<file path="src/rtl/brd_irq_pkg.sv">
package brd_irq_pkg;
  localparam int NSRC   = 4;
  localparam int DATA_W = 16;
  localparam int ADDR_W = 8;
  localparam logic [ADDR_W-1:0] OFF_STAT = 8'h0C;
  localparam logic [ADDR_W-1:0] OFF_MASK = 8'h0E;

  typedef struct packed {
    logic            stat_wr;
    logic            mask_wr;
    logic [NSRC-1:0] wbits;
  } bus_cmd_t;
endpackage

</file>
<file path="src/rtl/irq_reset_sync.sv">
module irq_reset_sync (
  input  logic clk_i,
  input  logic rst_ni,
  output logic rst_no
);
  logic stage1_q, stage2_q;

  always_ff @(posedge clk_i or negedge rst_ni) begin
    if (!rst_ni) begin
      stage1_q <= 1'b0;
      stage2_q <= 1'b0;
    end else begin
      stage1_q <= 1'b1;
      stage2_q <= stage1_q;
    end
  end

  assign rst_no = stage2_q;
endmodule

</file>
<file path="src/rtl/irq_sync_bank.sv">
module irq_sync_bank #(
  parameter int W = 4
) (
  input  logic         clk_i,
  input  logic         rst_ni,
  input  logic [W-1:0] async_i,
  output logic [W-1:0] sync_o
);
  for (genvar g = 0; g < W; g++) begin : g_bit
    logic meta_q, hold_q;
    always_ff @(posedge clk_i or negedge rst_ni) begin
      if (!rst_ni) begin
        meta_q <= 1'b0;
        hold_q <= 1'b0;
      end else begin
        meta_q <= async_i[g];
        hold_q <= meta_q;
      end
    end
    assign sync_o[g] = hold_q;
  end
endmodule

</file>
<file path="src/rtl/irq_bus_front.sv">
module irq_bus_front
  import brd_irq_pkg::*;
(
  input  logic              clk_i,
  input  logic              rst_ni,
  input  logic              strb_i,
  input  logic              wr_i,
  input  logic [ADDR_W-1:0] addr_i,
  input  logic [DATA_W-1:0] wdata_i,
  input  logic [NSRC-1:0]   pend_i,
  input  logic [NSRC-1:0]   mask_i,
  output bus_cmd_t          cmd_o,
  output logic [DATA_W-1:0] rdata_o
);
  localparam int STAGES = 3;

  logic [STAGES-1:0] strb_q, strb_d;
  logic [DATA_W-1:0] rd_q, rd_d;
  logic              go;

  always_comb begin
    strb_d = {strb_q[STAGES-2:0], strb_i};
  end

  assign go = strb_q[1] & ~strb_q[2];

  always_comb begin
    cmd_o.stat_wr = go & wr_i & (addr_i == OFF_STAT);
    cmd_o.mask_wr = go & wr_i & (addr_i == OFF_MASK);
    cmd_o.wbits   = wdata_i[NSRC-1:0];
  end

  always_comb begin
    rd_d = '0;
    if (addr_i == OFF_STAT)      rd_d[NSRC-1:0] = ~pend_i;
    else if (addr_i == OFF_MASK) rd_d[NSRC-1:0] = mask_i;
  end

  always_ff @(posedge clk_i or negedge rst_ni) begin
    if (!rst_ni) begin
      strb_q <= '0;
      rd_q   <= '0;
    end else begin
      strb_q <= strb_d;
      rd_q   <= rd_d;
    end
  end

  assign rdata_o = rd_q;

  p_single_cmd_r11: assert property (@(posedge clk_i) disable iff (!rst_ni)
    (cmd_o.stat_wr || cmd_o.mask_wr) |=> !(cmd_o.stat_wr || cmd_o.mask_wr));
endmodule

</file>
<file path="src/rtl/irq_src_latch.sv">
module irq_src_latch
  import brd_irq_pkg::*;
(
  input  logic            clk_i,
  input  logic            rst_ni,
  input  logic [NSRC-1:0] lvl_i,
  input  bus_cmd_t        cmd_i,
  output logic [NSRC-1:0] pend_o,
  output logic [NSRC-1:0] mask_o,
  output logic [NSRC-1:0] hit_o
);
  logic [NSRC-1:0] pend_q, pend_d, mask_q, mask_d, hit;

  always_comb begin
    hit    = cmd_i.stat_wr ? (cmd_i.wbits & ~lvl_i & pend_q) : '0;
    pend_d = (pend_q & ~hit) | lvl_i;
    mask_d = cmd_i.mask_wr ? cmd_i.wbits : mask_q;
  end

  always_ff @(posedge clk_i or negedge rst_ni) begin
    if (!rst_ni) begin
      pend_q <= '0;
      mask_q <= '0;
    end else begin
      pend_q <= pend_d;
      if (cmd_i.mask_wr) mask_q <= mask_d;
    end
  end

  assign pend_o = pend_q;
  assign mask_o = mask_q;
  assign hit_o  = hit;

  for (genvar g = 0; g < NSRC; g++) begin : g_chk
    p_latch_level_r2: assert property (@(posedge clk_i) disable iff (!rst_ni)
      lvl_i[g] |=> pend_q[g]);
    p_ack_idle_r4: assert property (@(posedge clk_i) disable iff (!rst_ni)
      (cmd_i.stat_wr && cmd_i.wbits[g] && !lvl_i[g]) |=> !pend_q[g]);
  end

  p_mask_keeps_r6: assert property (@(posedge clk_i) disable iff (!rst_ni)
    (cmd_i.mask_wr && !cmd_i.stat_wr) |=> (pend_q == ($past(pend_q) | $past(lvl_i))));
endmodule

</file>
<file path="src/rtl/irq_summary.sv">
module irq_summary
  import brd_irq_pkg::*;
(
  input  logic            clk_i,
  input  logic            rst_ni,
  input  logic [NSRC-1:0] pend_i,
  input  logic [NSRC-1:0] mask_i,
  input  logic [NSRC-1:0] hit_i,
  output logic            irq_o
);
  logic irq_q, irq_d, act, kick;

  always_comb begin
    act   = |(pend_i & mask_i);
    kick  = |hit_i;
    irq_d = act & ~kick;
  end

  always_ff @(posedge clk_i or negedge rst_ni) begin
    if (!rst_ni) irq_q <= 1'b0;
    else         irq_q <= irq_d;
  end

  assign irq_o = irq_q;

  p_irq_needs_active_r7: assert property (@(posedge clk_i) disable iff (!rst_ni)
    irq_q |-> $past(act));
  p_gap_after_ack_r8: assert property (@(posedge clk_i) disable iff (!rst_ni)
    kick |=> !irq_q);
endmodule

</file>
<file path="src/rtl/brd_irq_agg.sv">
module brd_irq_agg
  import brd_irq_pkg::*;
(
  input  logic              clk_i,
  input  logic              rst_ni,
  input  logic [NSRC-1:0]   src_i,
  input  logic              bus_strb_i,
  input  logic              bus_wr_i,
  input  logic [ADDR_W-1:0] bus_addr_i,
  input  logic [DATA_W-1:0] bus_wdata_i,
  output logic [DATA_W-1:0] bus_rdata_o,
  output logic              irq_o
);
  logic            rst_n_int;
  logic [NSRC-1:0] lvl, pend, mask, hit;
  bus_cmd_t        cmd;

  irq_reset_sync u_rst (
    .clk_i  (clk_i),
    .rst_ni (rst_ni),
    .rst_no (rst_n_int)
  );

  irq_sync_bank #(.W(NSRC)) u_sync (
    .clk_i   (clk_i),
    .rst_ni  (rst_n_int),
    .async_i (src_i),
    .sync_o  (lvl)
  );

  irq_bus_front u_bus (
    .clk_i   (clk_i),
    .rst_ni  (rst_n_int),
    .strb_i  (bus_strb_i),
    .wr_i    (bus_wr_i),
    .addr_i  (bus_addr_i),
    .wdata_i (bus_wdata_i),
    .pend_i  (pend),
    .mask_i  (mask),
    .cmd_o   (cmd),
    .rdata_o (bus_rdata_o)
  );

  irq_src_latch u_latch (
    .clk_i  (clk_i),
    .rst_ni (rst_n_int),
    .lvl_i  (lvl),
    .cmd_i  (cmd),
    .pend_o (pend),
    .mask_o (mask),
    .hit_o  (hit)
  );

  irq_summary u_sum (
    .clk_i  (clk_i),
    .rst_ni (rst_n_int),
    .pend_i (pend),
    .mask_i (mask),
    .hit_i  (hit),
    .irq_o  (irq_o)
  );
endmodule

</file>
<file path="config.mk">
export PLATFORM = sky130hd
export DESIGN_NAME = brd_irq_agg
export DESIGN_NICKNAME = d
export VERILOG_FILES = /design/src/rtl/brd_irq_pkg.sv /design/src/rtl/irq_reset_sync.sv /design/src/rtl/irq_sync_bank.sv /design/src/rtl/irq_bus_front.sv /design/src/rtl/irq_src_latch.sv /design/src/rtl/irq_summary.sv /design/src/rtl/brd_irq_agg.sv
export SDC_FILE = /design/constraint.sdc
export NUM_CORES = 1
export LEC_CHECK = 0
export ABC_AREA = 0
export BUFFER_PORTS_ARGS = -buffer_cell sky130_fd_sc_hd__buf_2
export CAP_MARGIN = 10
export CORE_MARGIN = 4
export CORE_UTILIZATION = 49
export DETAILED_ROUTE_END_ITERATION = 6
export PLACE_DENSITY_LB_ADDON = 0.2
export SLEW_MARGIN = 20
export SYNTH_ARGS = -nofsm -noshare
export SYNTH_HDL_FRONTEND = slang
export SYNTH_HIERARCHICAL = 1
export SYNTH_SLANG_ARGS = --single-unit
export TNS_END_PERCENT = 5
</file>
<file path="constraint.sdc">
create_clock -name clk_i -period 1.9 [get_ports clk_i]
set_input_delay 0.285 -clock clk_i [delete_from_list [all_inputs] [get_ports clk_i]]
set_output_delay 0.285 -clock clk_i [all_outputs]
set_load 0.05 [all_outputs]
</file>
# Word-level counts from Yosys, hierarchy flattened
# Cells that the tools add are included.
# Widths: inputs -> output; s select.
# word_totals
reg_bits	26
in_bits	32
out_inout_bits	17
wordCells	37
# classes
n_eq_ne	2
n_mux	3
n_bitwise	15
n_reduce_logical	2
# op_table
operator	n
$and 4x4->4	4
$eq 8x4->1 const B	2
$mux 4	3
$not 4->4	3
$reduce_or 4->1	2
$and 1x1->1	5
$or 4x4->4	1
$not 1->1	2

# Depth between registers and ports, before layout
# Gate-level depths: netlist of run 1.
# logic_depth
word_depth	8
mapped_depth	7
mapped_depth_nobuf	6

# Hierarchy
# Netlist of run 1, hierarchy kept.
# modules_own_cells
mod	instances	cells_each	area_per_inst_um2	seq_area_each_um2
irq_bus_front	1	45	470.5	175.2
irq_src_latch	1	24	335.3	200.2
irq_sync_bank	1	12	230.2	200.2
irq_reset_sync	1	3	53.8	50.0
irq_summary	1	5	52.6	25.0

# Worst setup path before layout of run 1
# No wires, ideal clock.
# synth_path
path_type	in2reg
startpoint	input bus_addr_i[0]
endpoint	register u_sum.irq_q (netlist: u_sum/irq_o)
setup_ps	127
arrival_time_ps	1594
t_required_ps	1773
path_slack_ps	179
path_stages	7
n_path_buf	1
path_cell_list	or4b_4 -> buf_6 -> nor3_2 -> nand2_1 -> nor3b_2 -> or4_1 -> a21oi_1
# synth_rtl
item	line_no	rtl
start, declared	brd_irq_agg.sv:9	input logic [ADDR_W-1:0] bus_addr_i,
end signal, assigned	irq_summary.sv:21	else irq_q <= irq_d;
end, declared	irq_summary.sv:11	logic irq_q, irq_d, act, kick;

==> flow_metrics.py, run 1 <==
metrics = {
    "status": {
        "status": "finished clean",
    },
    "yosys": {
        "ys_async_sr_fraction_pct": 100,
        "synth_area_leader_cell": "dfrtp_1",
        "syn_area_mm2": 0.00114,
        "yosys_warnings": 6,
        "synth_seq_cells": 26,
        "ys_top_cells_by_count": "dfrtp_1, buf_4, nand2_1",
        "synth_top_area_share_pct": 57.0,
        "syn_inst": 89,
        "synth_edf_count": 0,
        "synth_seq_area_share_pct": 57.0,
        "synth_most_common_cell": "dfrtp_1",
        "synth-main-ff-cell": "dfrtp_1",
        "synth_cell_type_count": 21,
        "syn_area_per_cell_um2": 12.8,
        "synth.area.top_cells": "dfrtp_1, buf_4, a211oi_2",
    },
    "placement": {
        "place_ws_ns": -0.0139,
        "dpl.hpwl_um": 1280,
        "port_buffers": 24,
        "dp_cells": 134,
        "place_congestion": 0.701,
    },
    "clock_network": {
        "cts.hold.buffers_added": 1,
        "ctsRootBufferMaster": "clkbuf_4",
        "cts-htree-levels": 1,
        "cts_sinks": 26,
        "cts_tree": "yes",
        "post-cts-setup-buffers": 0,
        "clock_latency_ns": 0.31,
        "cts_buffers": 3,
        "path_clk_slew_ns": 0.14,
        "cts.path.max_buffers": 2,
        "cts_resized": 0,
    },
    "sta": {
        "fin_crit_ns": 1.73,
        "fin_tns_setup_ns": 0,
        "slew_violations": 0,
        "final.setup_skew_ns": 0.00640,
        "fmax_mhz": 577,
        "fin_ws_ns": 0.167,
        "hold_ws_ns": 0.0222,
        "rsz0062_at_grt": "false",
        "setup_viol": 0,
        "hold_viol": 0,
        "fin_crit_sh_pct": 91.2,
    },
    "global_route": {
        "grt-ovfl-total": 0,
        "grt_pass1_wl_um": 2710,
        "grt_usage_pct": 11.0,
        "grt_max_degree": 24,
        "antenna_found_initial": 0,
        "grt_pass1_vias": 670,
    },
    "floorplanning": {
        "num_rows": 17,
        "io-pin-count": 49,
        "die_area_mm2": 0.00317,
        "dieWidth_um": 56.3,
        "initial_utilization_pct": 51.6,
        "die_h_um": 56.3,
        "coreArea_mm2": 0.00221,
    },
    "detailed_routing": {
        "avgViaCountPerCell": 4.68,
        "drc": 0,
        "vias": 650,
        "wire_per_inst_um": 11.5,
        "drt_iter0_markers": 3,
        "drt_pass1_iterations": 3,
        "wirelength_um": 1600,
        "ant_nets": 0,
    },
    "worst_setup_path": {
        "cp_data_arrival_time_ns": 1.94,
        "critical_path_required_ns": 2.11,
        "startpoint_type": "register",
        "endpoint_kind": "register",
        "worstPathMaxFanout": 4,
        "path_class": "register to register",
    },
    "layout": {
        "fillerInstances": 205,
        "syn_to_final_growth_pct": 9.75,
        "stdcell_count": 139,
        "diodes": 0,
        "nNetsFinal": 144,
        "layout-drive-gt1-share_pct": 43.2,
    },
    "power_and_ir_drop": {
        "p_leak_nw": 0.581,
        "power_density_mw_per_mm2": 760,
        "vdd_drop_max_mv": 0.570,
    },
    "run": {
        "drv_cap": 0,
    },
    "worst_hold_path": {
        "hold_path_class": "register to async pin",
    },
}
[placed cells by master (no fill, tap or decap), drive strengths merged]
cell         netlist  final
buf               22     29
a22oi              2      2
dlygate4sd3        0      1
a21o               4      4
nand4b             1      1
conb               2     13
nor3b              4      4
nand2              8      8
or4bb              1      1
or4                1      1
a211oi             4      4
or3b               1      1
or4b               1      1
a21oi              1      1
dfrtp             26     26
or2                4      4
mux2               4      4
clkbuf             1      4
nor3               2      2
[power by group]
part / switching [mW] / internal (mW)
sequential: 0.00720 / 0.570
combinational: 0.0804 / 0.0253
clock: 0.153 / 0.117
[critical path, cell delays in order, from the launching register on]
cell     delay, ns
dfrtp_1       0.40
or4bb_1       0.49
nor3_2        0.26
nand2_1       0.13
nor3b_2       0.19
or4_1         0.13
a21oi_1       0.04
[worst paths after layout]
path	start	to	slack [ns]	cells after the start
setup / recovery	u_bus/strb_q[2]$_DFF_PN0_	u_sum/irq_o$_DFF_PN0_	0.17	6
hold / removal	u_rst/rst_no$_DFF_PN0_	u_sync/g_bit[2].meta_q$_DFF_PN0_	0.02	0
setup reg to reg	u_bus/strb_q[2]$_DFF_PN0_	u_sum/irq_o$_DFF_PN0_	0.17	6
hold reg to reg	u_rst/rst_no$_DFF_PN0_	u_sync/g_bit[2].meta_q$_DFF_PN0_	0.02	0
max in group asynchronous	u_rst/rst_no$_DFF_PN0_	u_bus/rdata_o[0]$_DFF_PN0_	1.42	1
min in group clk_i	src_i[3]	u_sync/g_bit[3].meta_q$_DFF_PN0_	0.07	1
[layer usage]
metal	GRT usage, %	vias up	share of wire [%]
met5	0	-	0
met4	5.08	0	0.62
met3	2.76	2	8.2
met2	19.2	24	50
met1	12.6	312	41
li1	-	312	-
[state kept, by name, summed over array words and instances (netlist names)]
signal	flops
u_sum/irq_o	1
u_rst/rst_no	1
u_sync/g_bit.meta_q	4
u_sync/g_bit.hold_q	4
u_bus/strb_q	3
u_latch/pend_o	4
u_bus/rdata_o	4
u_rst/stage1_q	1
u_latch/mask_o	4
[cells by family after synthesis]
kind of cell / share of synthesized area, %
AO/OA/AOI/OAI: 8.76
other: 0.657
buffers and inverters: 14.8
flip-flops: 57.0
AND/OR/NAND/NOR: 14.9
multiplexers: 3.94
[area by class of cell]
cell class | instances | area (µm²) | area share, %
repair buffers | 30 | 168 | 13.4
well taps | 28 | 35.0 | 2.79
flip-flops and latches | 26 | 651 | 51.9
clock buffers | 4 | 36.3 | 2.89
multi-input cells | 51 | 364 | 29.0
[stage by stage]
step	total power [mW]	util (%)	area, µm²
floorplan	0.694	-	1180
global placement	0.690	54.6	1210
detailed placement	0.693	54.6	1210
CTS	0.964	56.7	1250
global route	0.999	56.7	1250
finish	0.953	56.7	1250
Note: power is estimated with default switching activity, not from simulation.
==> run 2: changes to the inputs <==
==> constraint.sdc (replaced) <==
create_clock -name clk_i -period 1.9 [get_ports clk_i]
set_input_delay 0.095 -clock clk_i [delete_from_list [all_inputs] [get_ports clk_i]]
set_output_delay 0.095 -clock clk_i [all_outputs]
set_load 0.05 [all_outputs]
==> run 2 against run 1 <==
Effect of this change: fmax decreased by 4.5%; cell area increased by 6.0%; sequential share of layout area decreased by 2.9 points; clock skew increased by 0.0018 ns; flip-flop and latch count unchanged; global-route usage increased by 1.1 points; clock power increased by 40%; register-to-register slack got worse by 0.08 ns; core utilization increased by 3.4 points; critical path type unchanged.
==> flow_metrics.py, run 2 (synthesis results as in run 1) <==
metrics = {
    "status": {
        "status": "finished clean",
    },
    "clock_network": {
        "cts_tree": "yes",
        "cts_sinks": 26,
        "clock_latency_ns": 0.32,
        "cts.path.max_buffers": 2,
        "cts_buffers": 3,
        "post-cts-setup-buffers": 0,
        "path_clk_slew_ns": 0.14,
        "cts-htree-levels": 1,
        "ctsRootBufferMaster": "clkbuf_4",
    },
    "sta": {
        "setup_viol": 0,
        "fin_crit_sh_pct": 95.5,
        "rsz0062_at_grt": "true",
        "slew_violations": 0,
        "hold_viol": 0,
        "fmax_mhz": 551,
        "final.setup_skew_ns": 0.00816,
        "fin_tns_setup_ns": 0,
        "fin_crit_ns": 1.82,
    },
    "worst_setup_path": {
        "worstPathMaxFanout": 4,
        "max_stage_delay_ns": 0.53,
        "reg2reg_depth": 6,
        "startpoint_type": "register",
        "crit_slowest_cell": "or4bb_1",
        "crit_path_cell_trace": "or4bb_1 > nor3_4 > nand2_1 > nor3b_2 > or4_1 > a21oi_1",
        "critical_path_required_ns": 2.11,
        "endpoint_kind": "register",
        "r2r_slack_ns": 0.08,
        "timing.rr.start": "u_bus/strb_q[2]$_DFF_PN0_",
        "path_class": "register to register",
        "cp_data_arrival_time_ns": 2.03,
        "r2r_end": "u_sum/irq_o$_DFF_PN0_",
    },
    "layout": {
        "layout-drive-gt1-share_pct": 40.0,
        "stdcell_count": 143,
        "diodes": 0,
        "layout_commonest_cell": "dfrtp_1",
        "final_cell_mix": "dfrtp_1, buf_2, conb_1, dlygate4sd3_1, nand2_1",
        "syn_to_final_growth_pct": 16.3,
        "nNetsFinal": 148,
    },
    "placement": {
        "port_buffers": 24,
        "dp_cells": 131,
        "place_congestion": 0.714,
        "dpl.hpwl_um": 1300,
    },
    "power_and_ir_drop": {
        "vdd_drop_max_mv": 0.670,
        "power_density_mw_per_mm2": 805,
        "p_leak_nw": 0.618,
    },
    "detailed_routing": {
        "vias": 666,
        "drt_pass1_iterations": 2,
        "wire_per_inst_um": 12.5,
        "drc": 0,
        "wirelength_um": 1780,
        "avgViaCountPerCell": 4.66,
        "ant_nets": 0,
        "drt_iter0_markers": 6,
    },
    "global_route": {
        "grt_max_degree": 24,
        "top_usage_layer": "met2",
        "grt_usage_pct": 12.1,
        "antenna_found_initial": 0,
        "use_met1_pct": 13.6,
        "met3_usage_pct": 3.22,
        "grt-ovfl-total": 0,
        "grt_pass1_vias": 692,
        "grtUsageMet2_pct": 21.5,
        "grt_pass1_wl_um": 3010,
    },
    "floorplanning": {
        "die_h_um": 56.3,
        "num_rows": 17,
        "coreArea_mm2": 0.00221,
        "die_area_mm2": 0.00317,
        "initial_utilization_pct": 51.6,
        "dieWidth_um": 56.3,
        "io-pin-count": 49,
    },
    "worst_hold_path": {
        "whs_endpoint": "u_latch/mask_o[2]$_DFFE_PN0P_",
        "hp-start": "bus_wdata_i[2]",
        "hold_path_class": "input pin to register",
        "holdPathStages": 2,
    },
    "run": {
        "drv_cap": 0,
    },
}
## run 2: cell count changes in the layout (fill, tap and decap cells not counted), sizes merged
cell,delta
clkbuf,-1
bufinv,+1
buf,-3
dlygate4sd3,+7
## run 2: worst max-delay path by stage
stage / start / to / depth (start not counted)
after floorplan: u_bus/strb_q[2]$_DFF_PN0_ / u_sum/irq_o$_DFF_PN0_ / 6
after global placement: bus_addr_i[0] / u_sum/irq_o$_DFF_PN0_ / 7
after detailed placement: bus_addr_i[0] / u_sum/irq_o$_DFF_PN0_ / 7
after CTS: u_bus/strb_q[2]$_DFF_PN0_ / u_sum/irq_o$_DFF_PN0_ / 6
after global routing: u_bus/strb_q[2]$_DFF_PN0_ / u_sum/irq_o$_DFF_PN0_ / 6
final: u_bus/strb_q[2]$_DFF_PN0_ / u_sum/irq_o$_DFF_PN0_ / 6
## run 2: timing repair
| item | in CTS | in global routing |
|---|---|---|
| hold endpoints to repair | 9 | 0 |
| hold buffers | 8 | 0 |
| endpoints found under the setup margin | 0 | 1 |
| resized for setup | 0 | 2 |
## run 2: per-stage QoR
step | util [%] | hold slack (ns) | total power [mW] | setup WS [ns] | instance area [µm²]
after floorplan | - | -0.201 | 0.694 | 0.356 | 1180
after global placement | 53.6 | -0.120 | 0.688 | 0.125 | 1180
after detailed placement | 53.6 | -0.119 | 0.691 | 0.116 | 1180
after CTS | 59.6 | 0.00108 | 1.08 | 0.0543 | 1320
after global routing | 60.1 | 0.00279 | 1.11 | -0.0298 | 1330
final | 60.1 | 0.00783 | 1.07 | 0.0846 | 1330
## run 2: final cells by class
cell class / instances / area (µm²)
Sequential cell: 26 / 651
Multi-Input combinational cell: 51 / 375
Clock inverter: 1 / 30.0
Fill cell: 178 / 883
Clock buffer: 3 / 22.5
Tap cell: 28 / 35.0
Timing Repair Buffer: 34 / 215
## run 2: metal layers
metal | vias up | share of wire [%] | wire length [µm]
met5 | - | 0 | 0
li1 | 318 | - | -
met4 | 0 | 0.56 | 10
met2 | 24 | 52 | 932
met3 | 2 | 7.2 | 129
met1 | 322 | 40 | 711
## run 2: worst max-delay path: cells and delay by family, from the launching register on
kind / cells / cell delay (ns)
AND/OR/NAND/NOR: 5 / 1.27
flip-flops: 1 / 0.41
AO/OA/AOI/OAI: 1 / 0.04
## run 2: where the power goes
part | internal (mW) | leakage [nW] | switching, mW
clock network | 0.213 | 0.0279 | 0.164
registers | 0.570 | 0.312 | 0.00752
logic | 0.0327 | 0.278 | 0.0827
total | 0.816 | 0.618 | 0.254
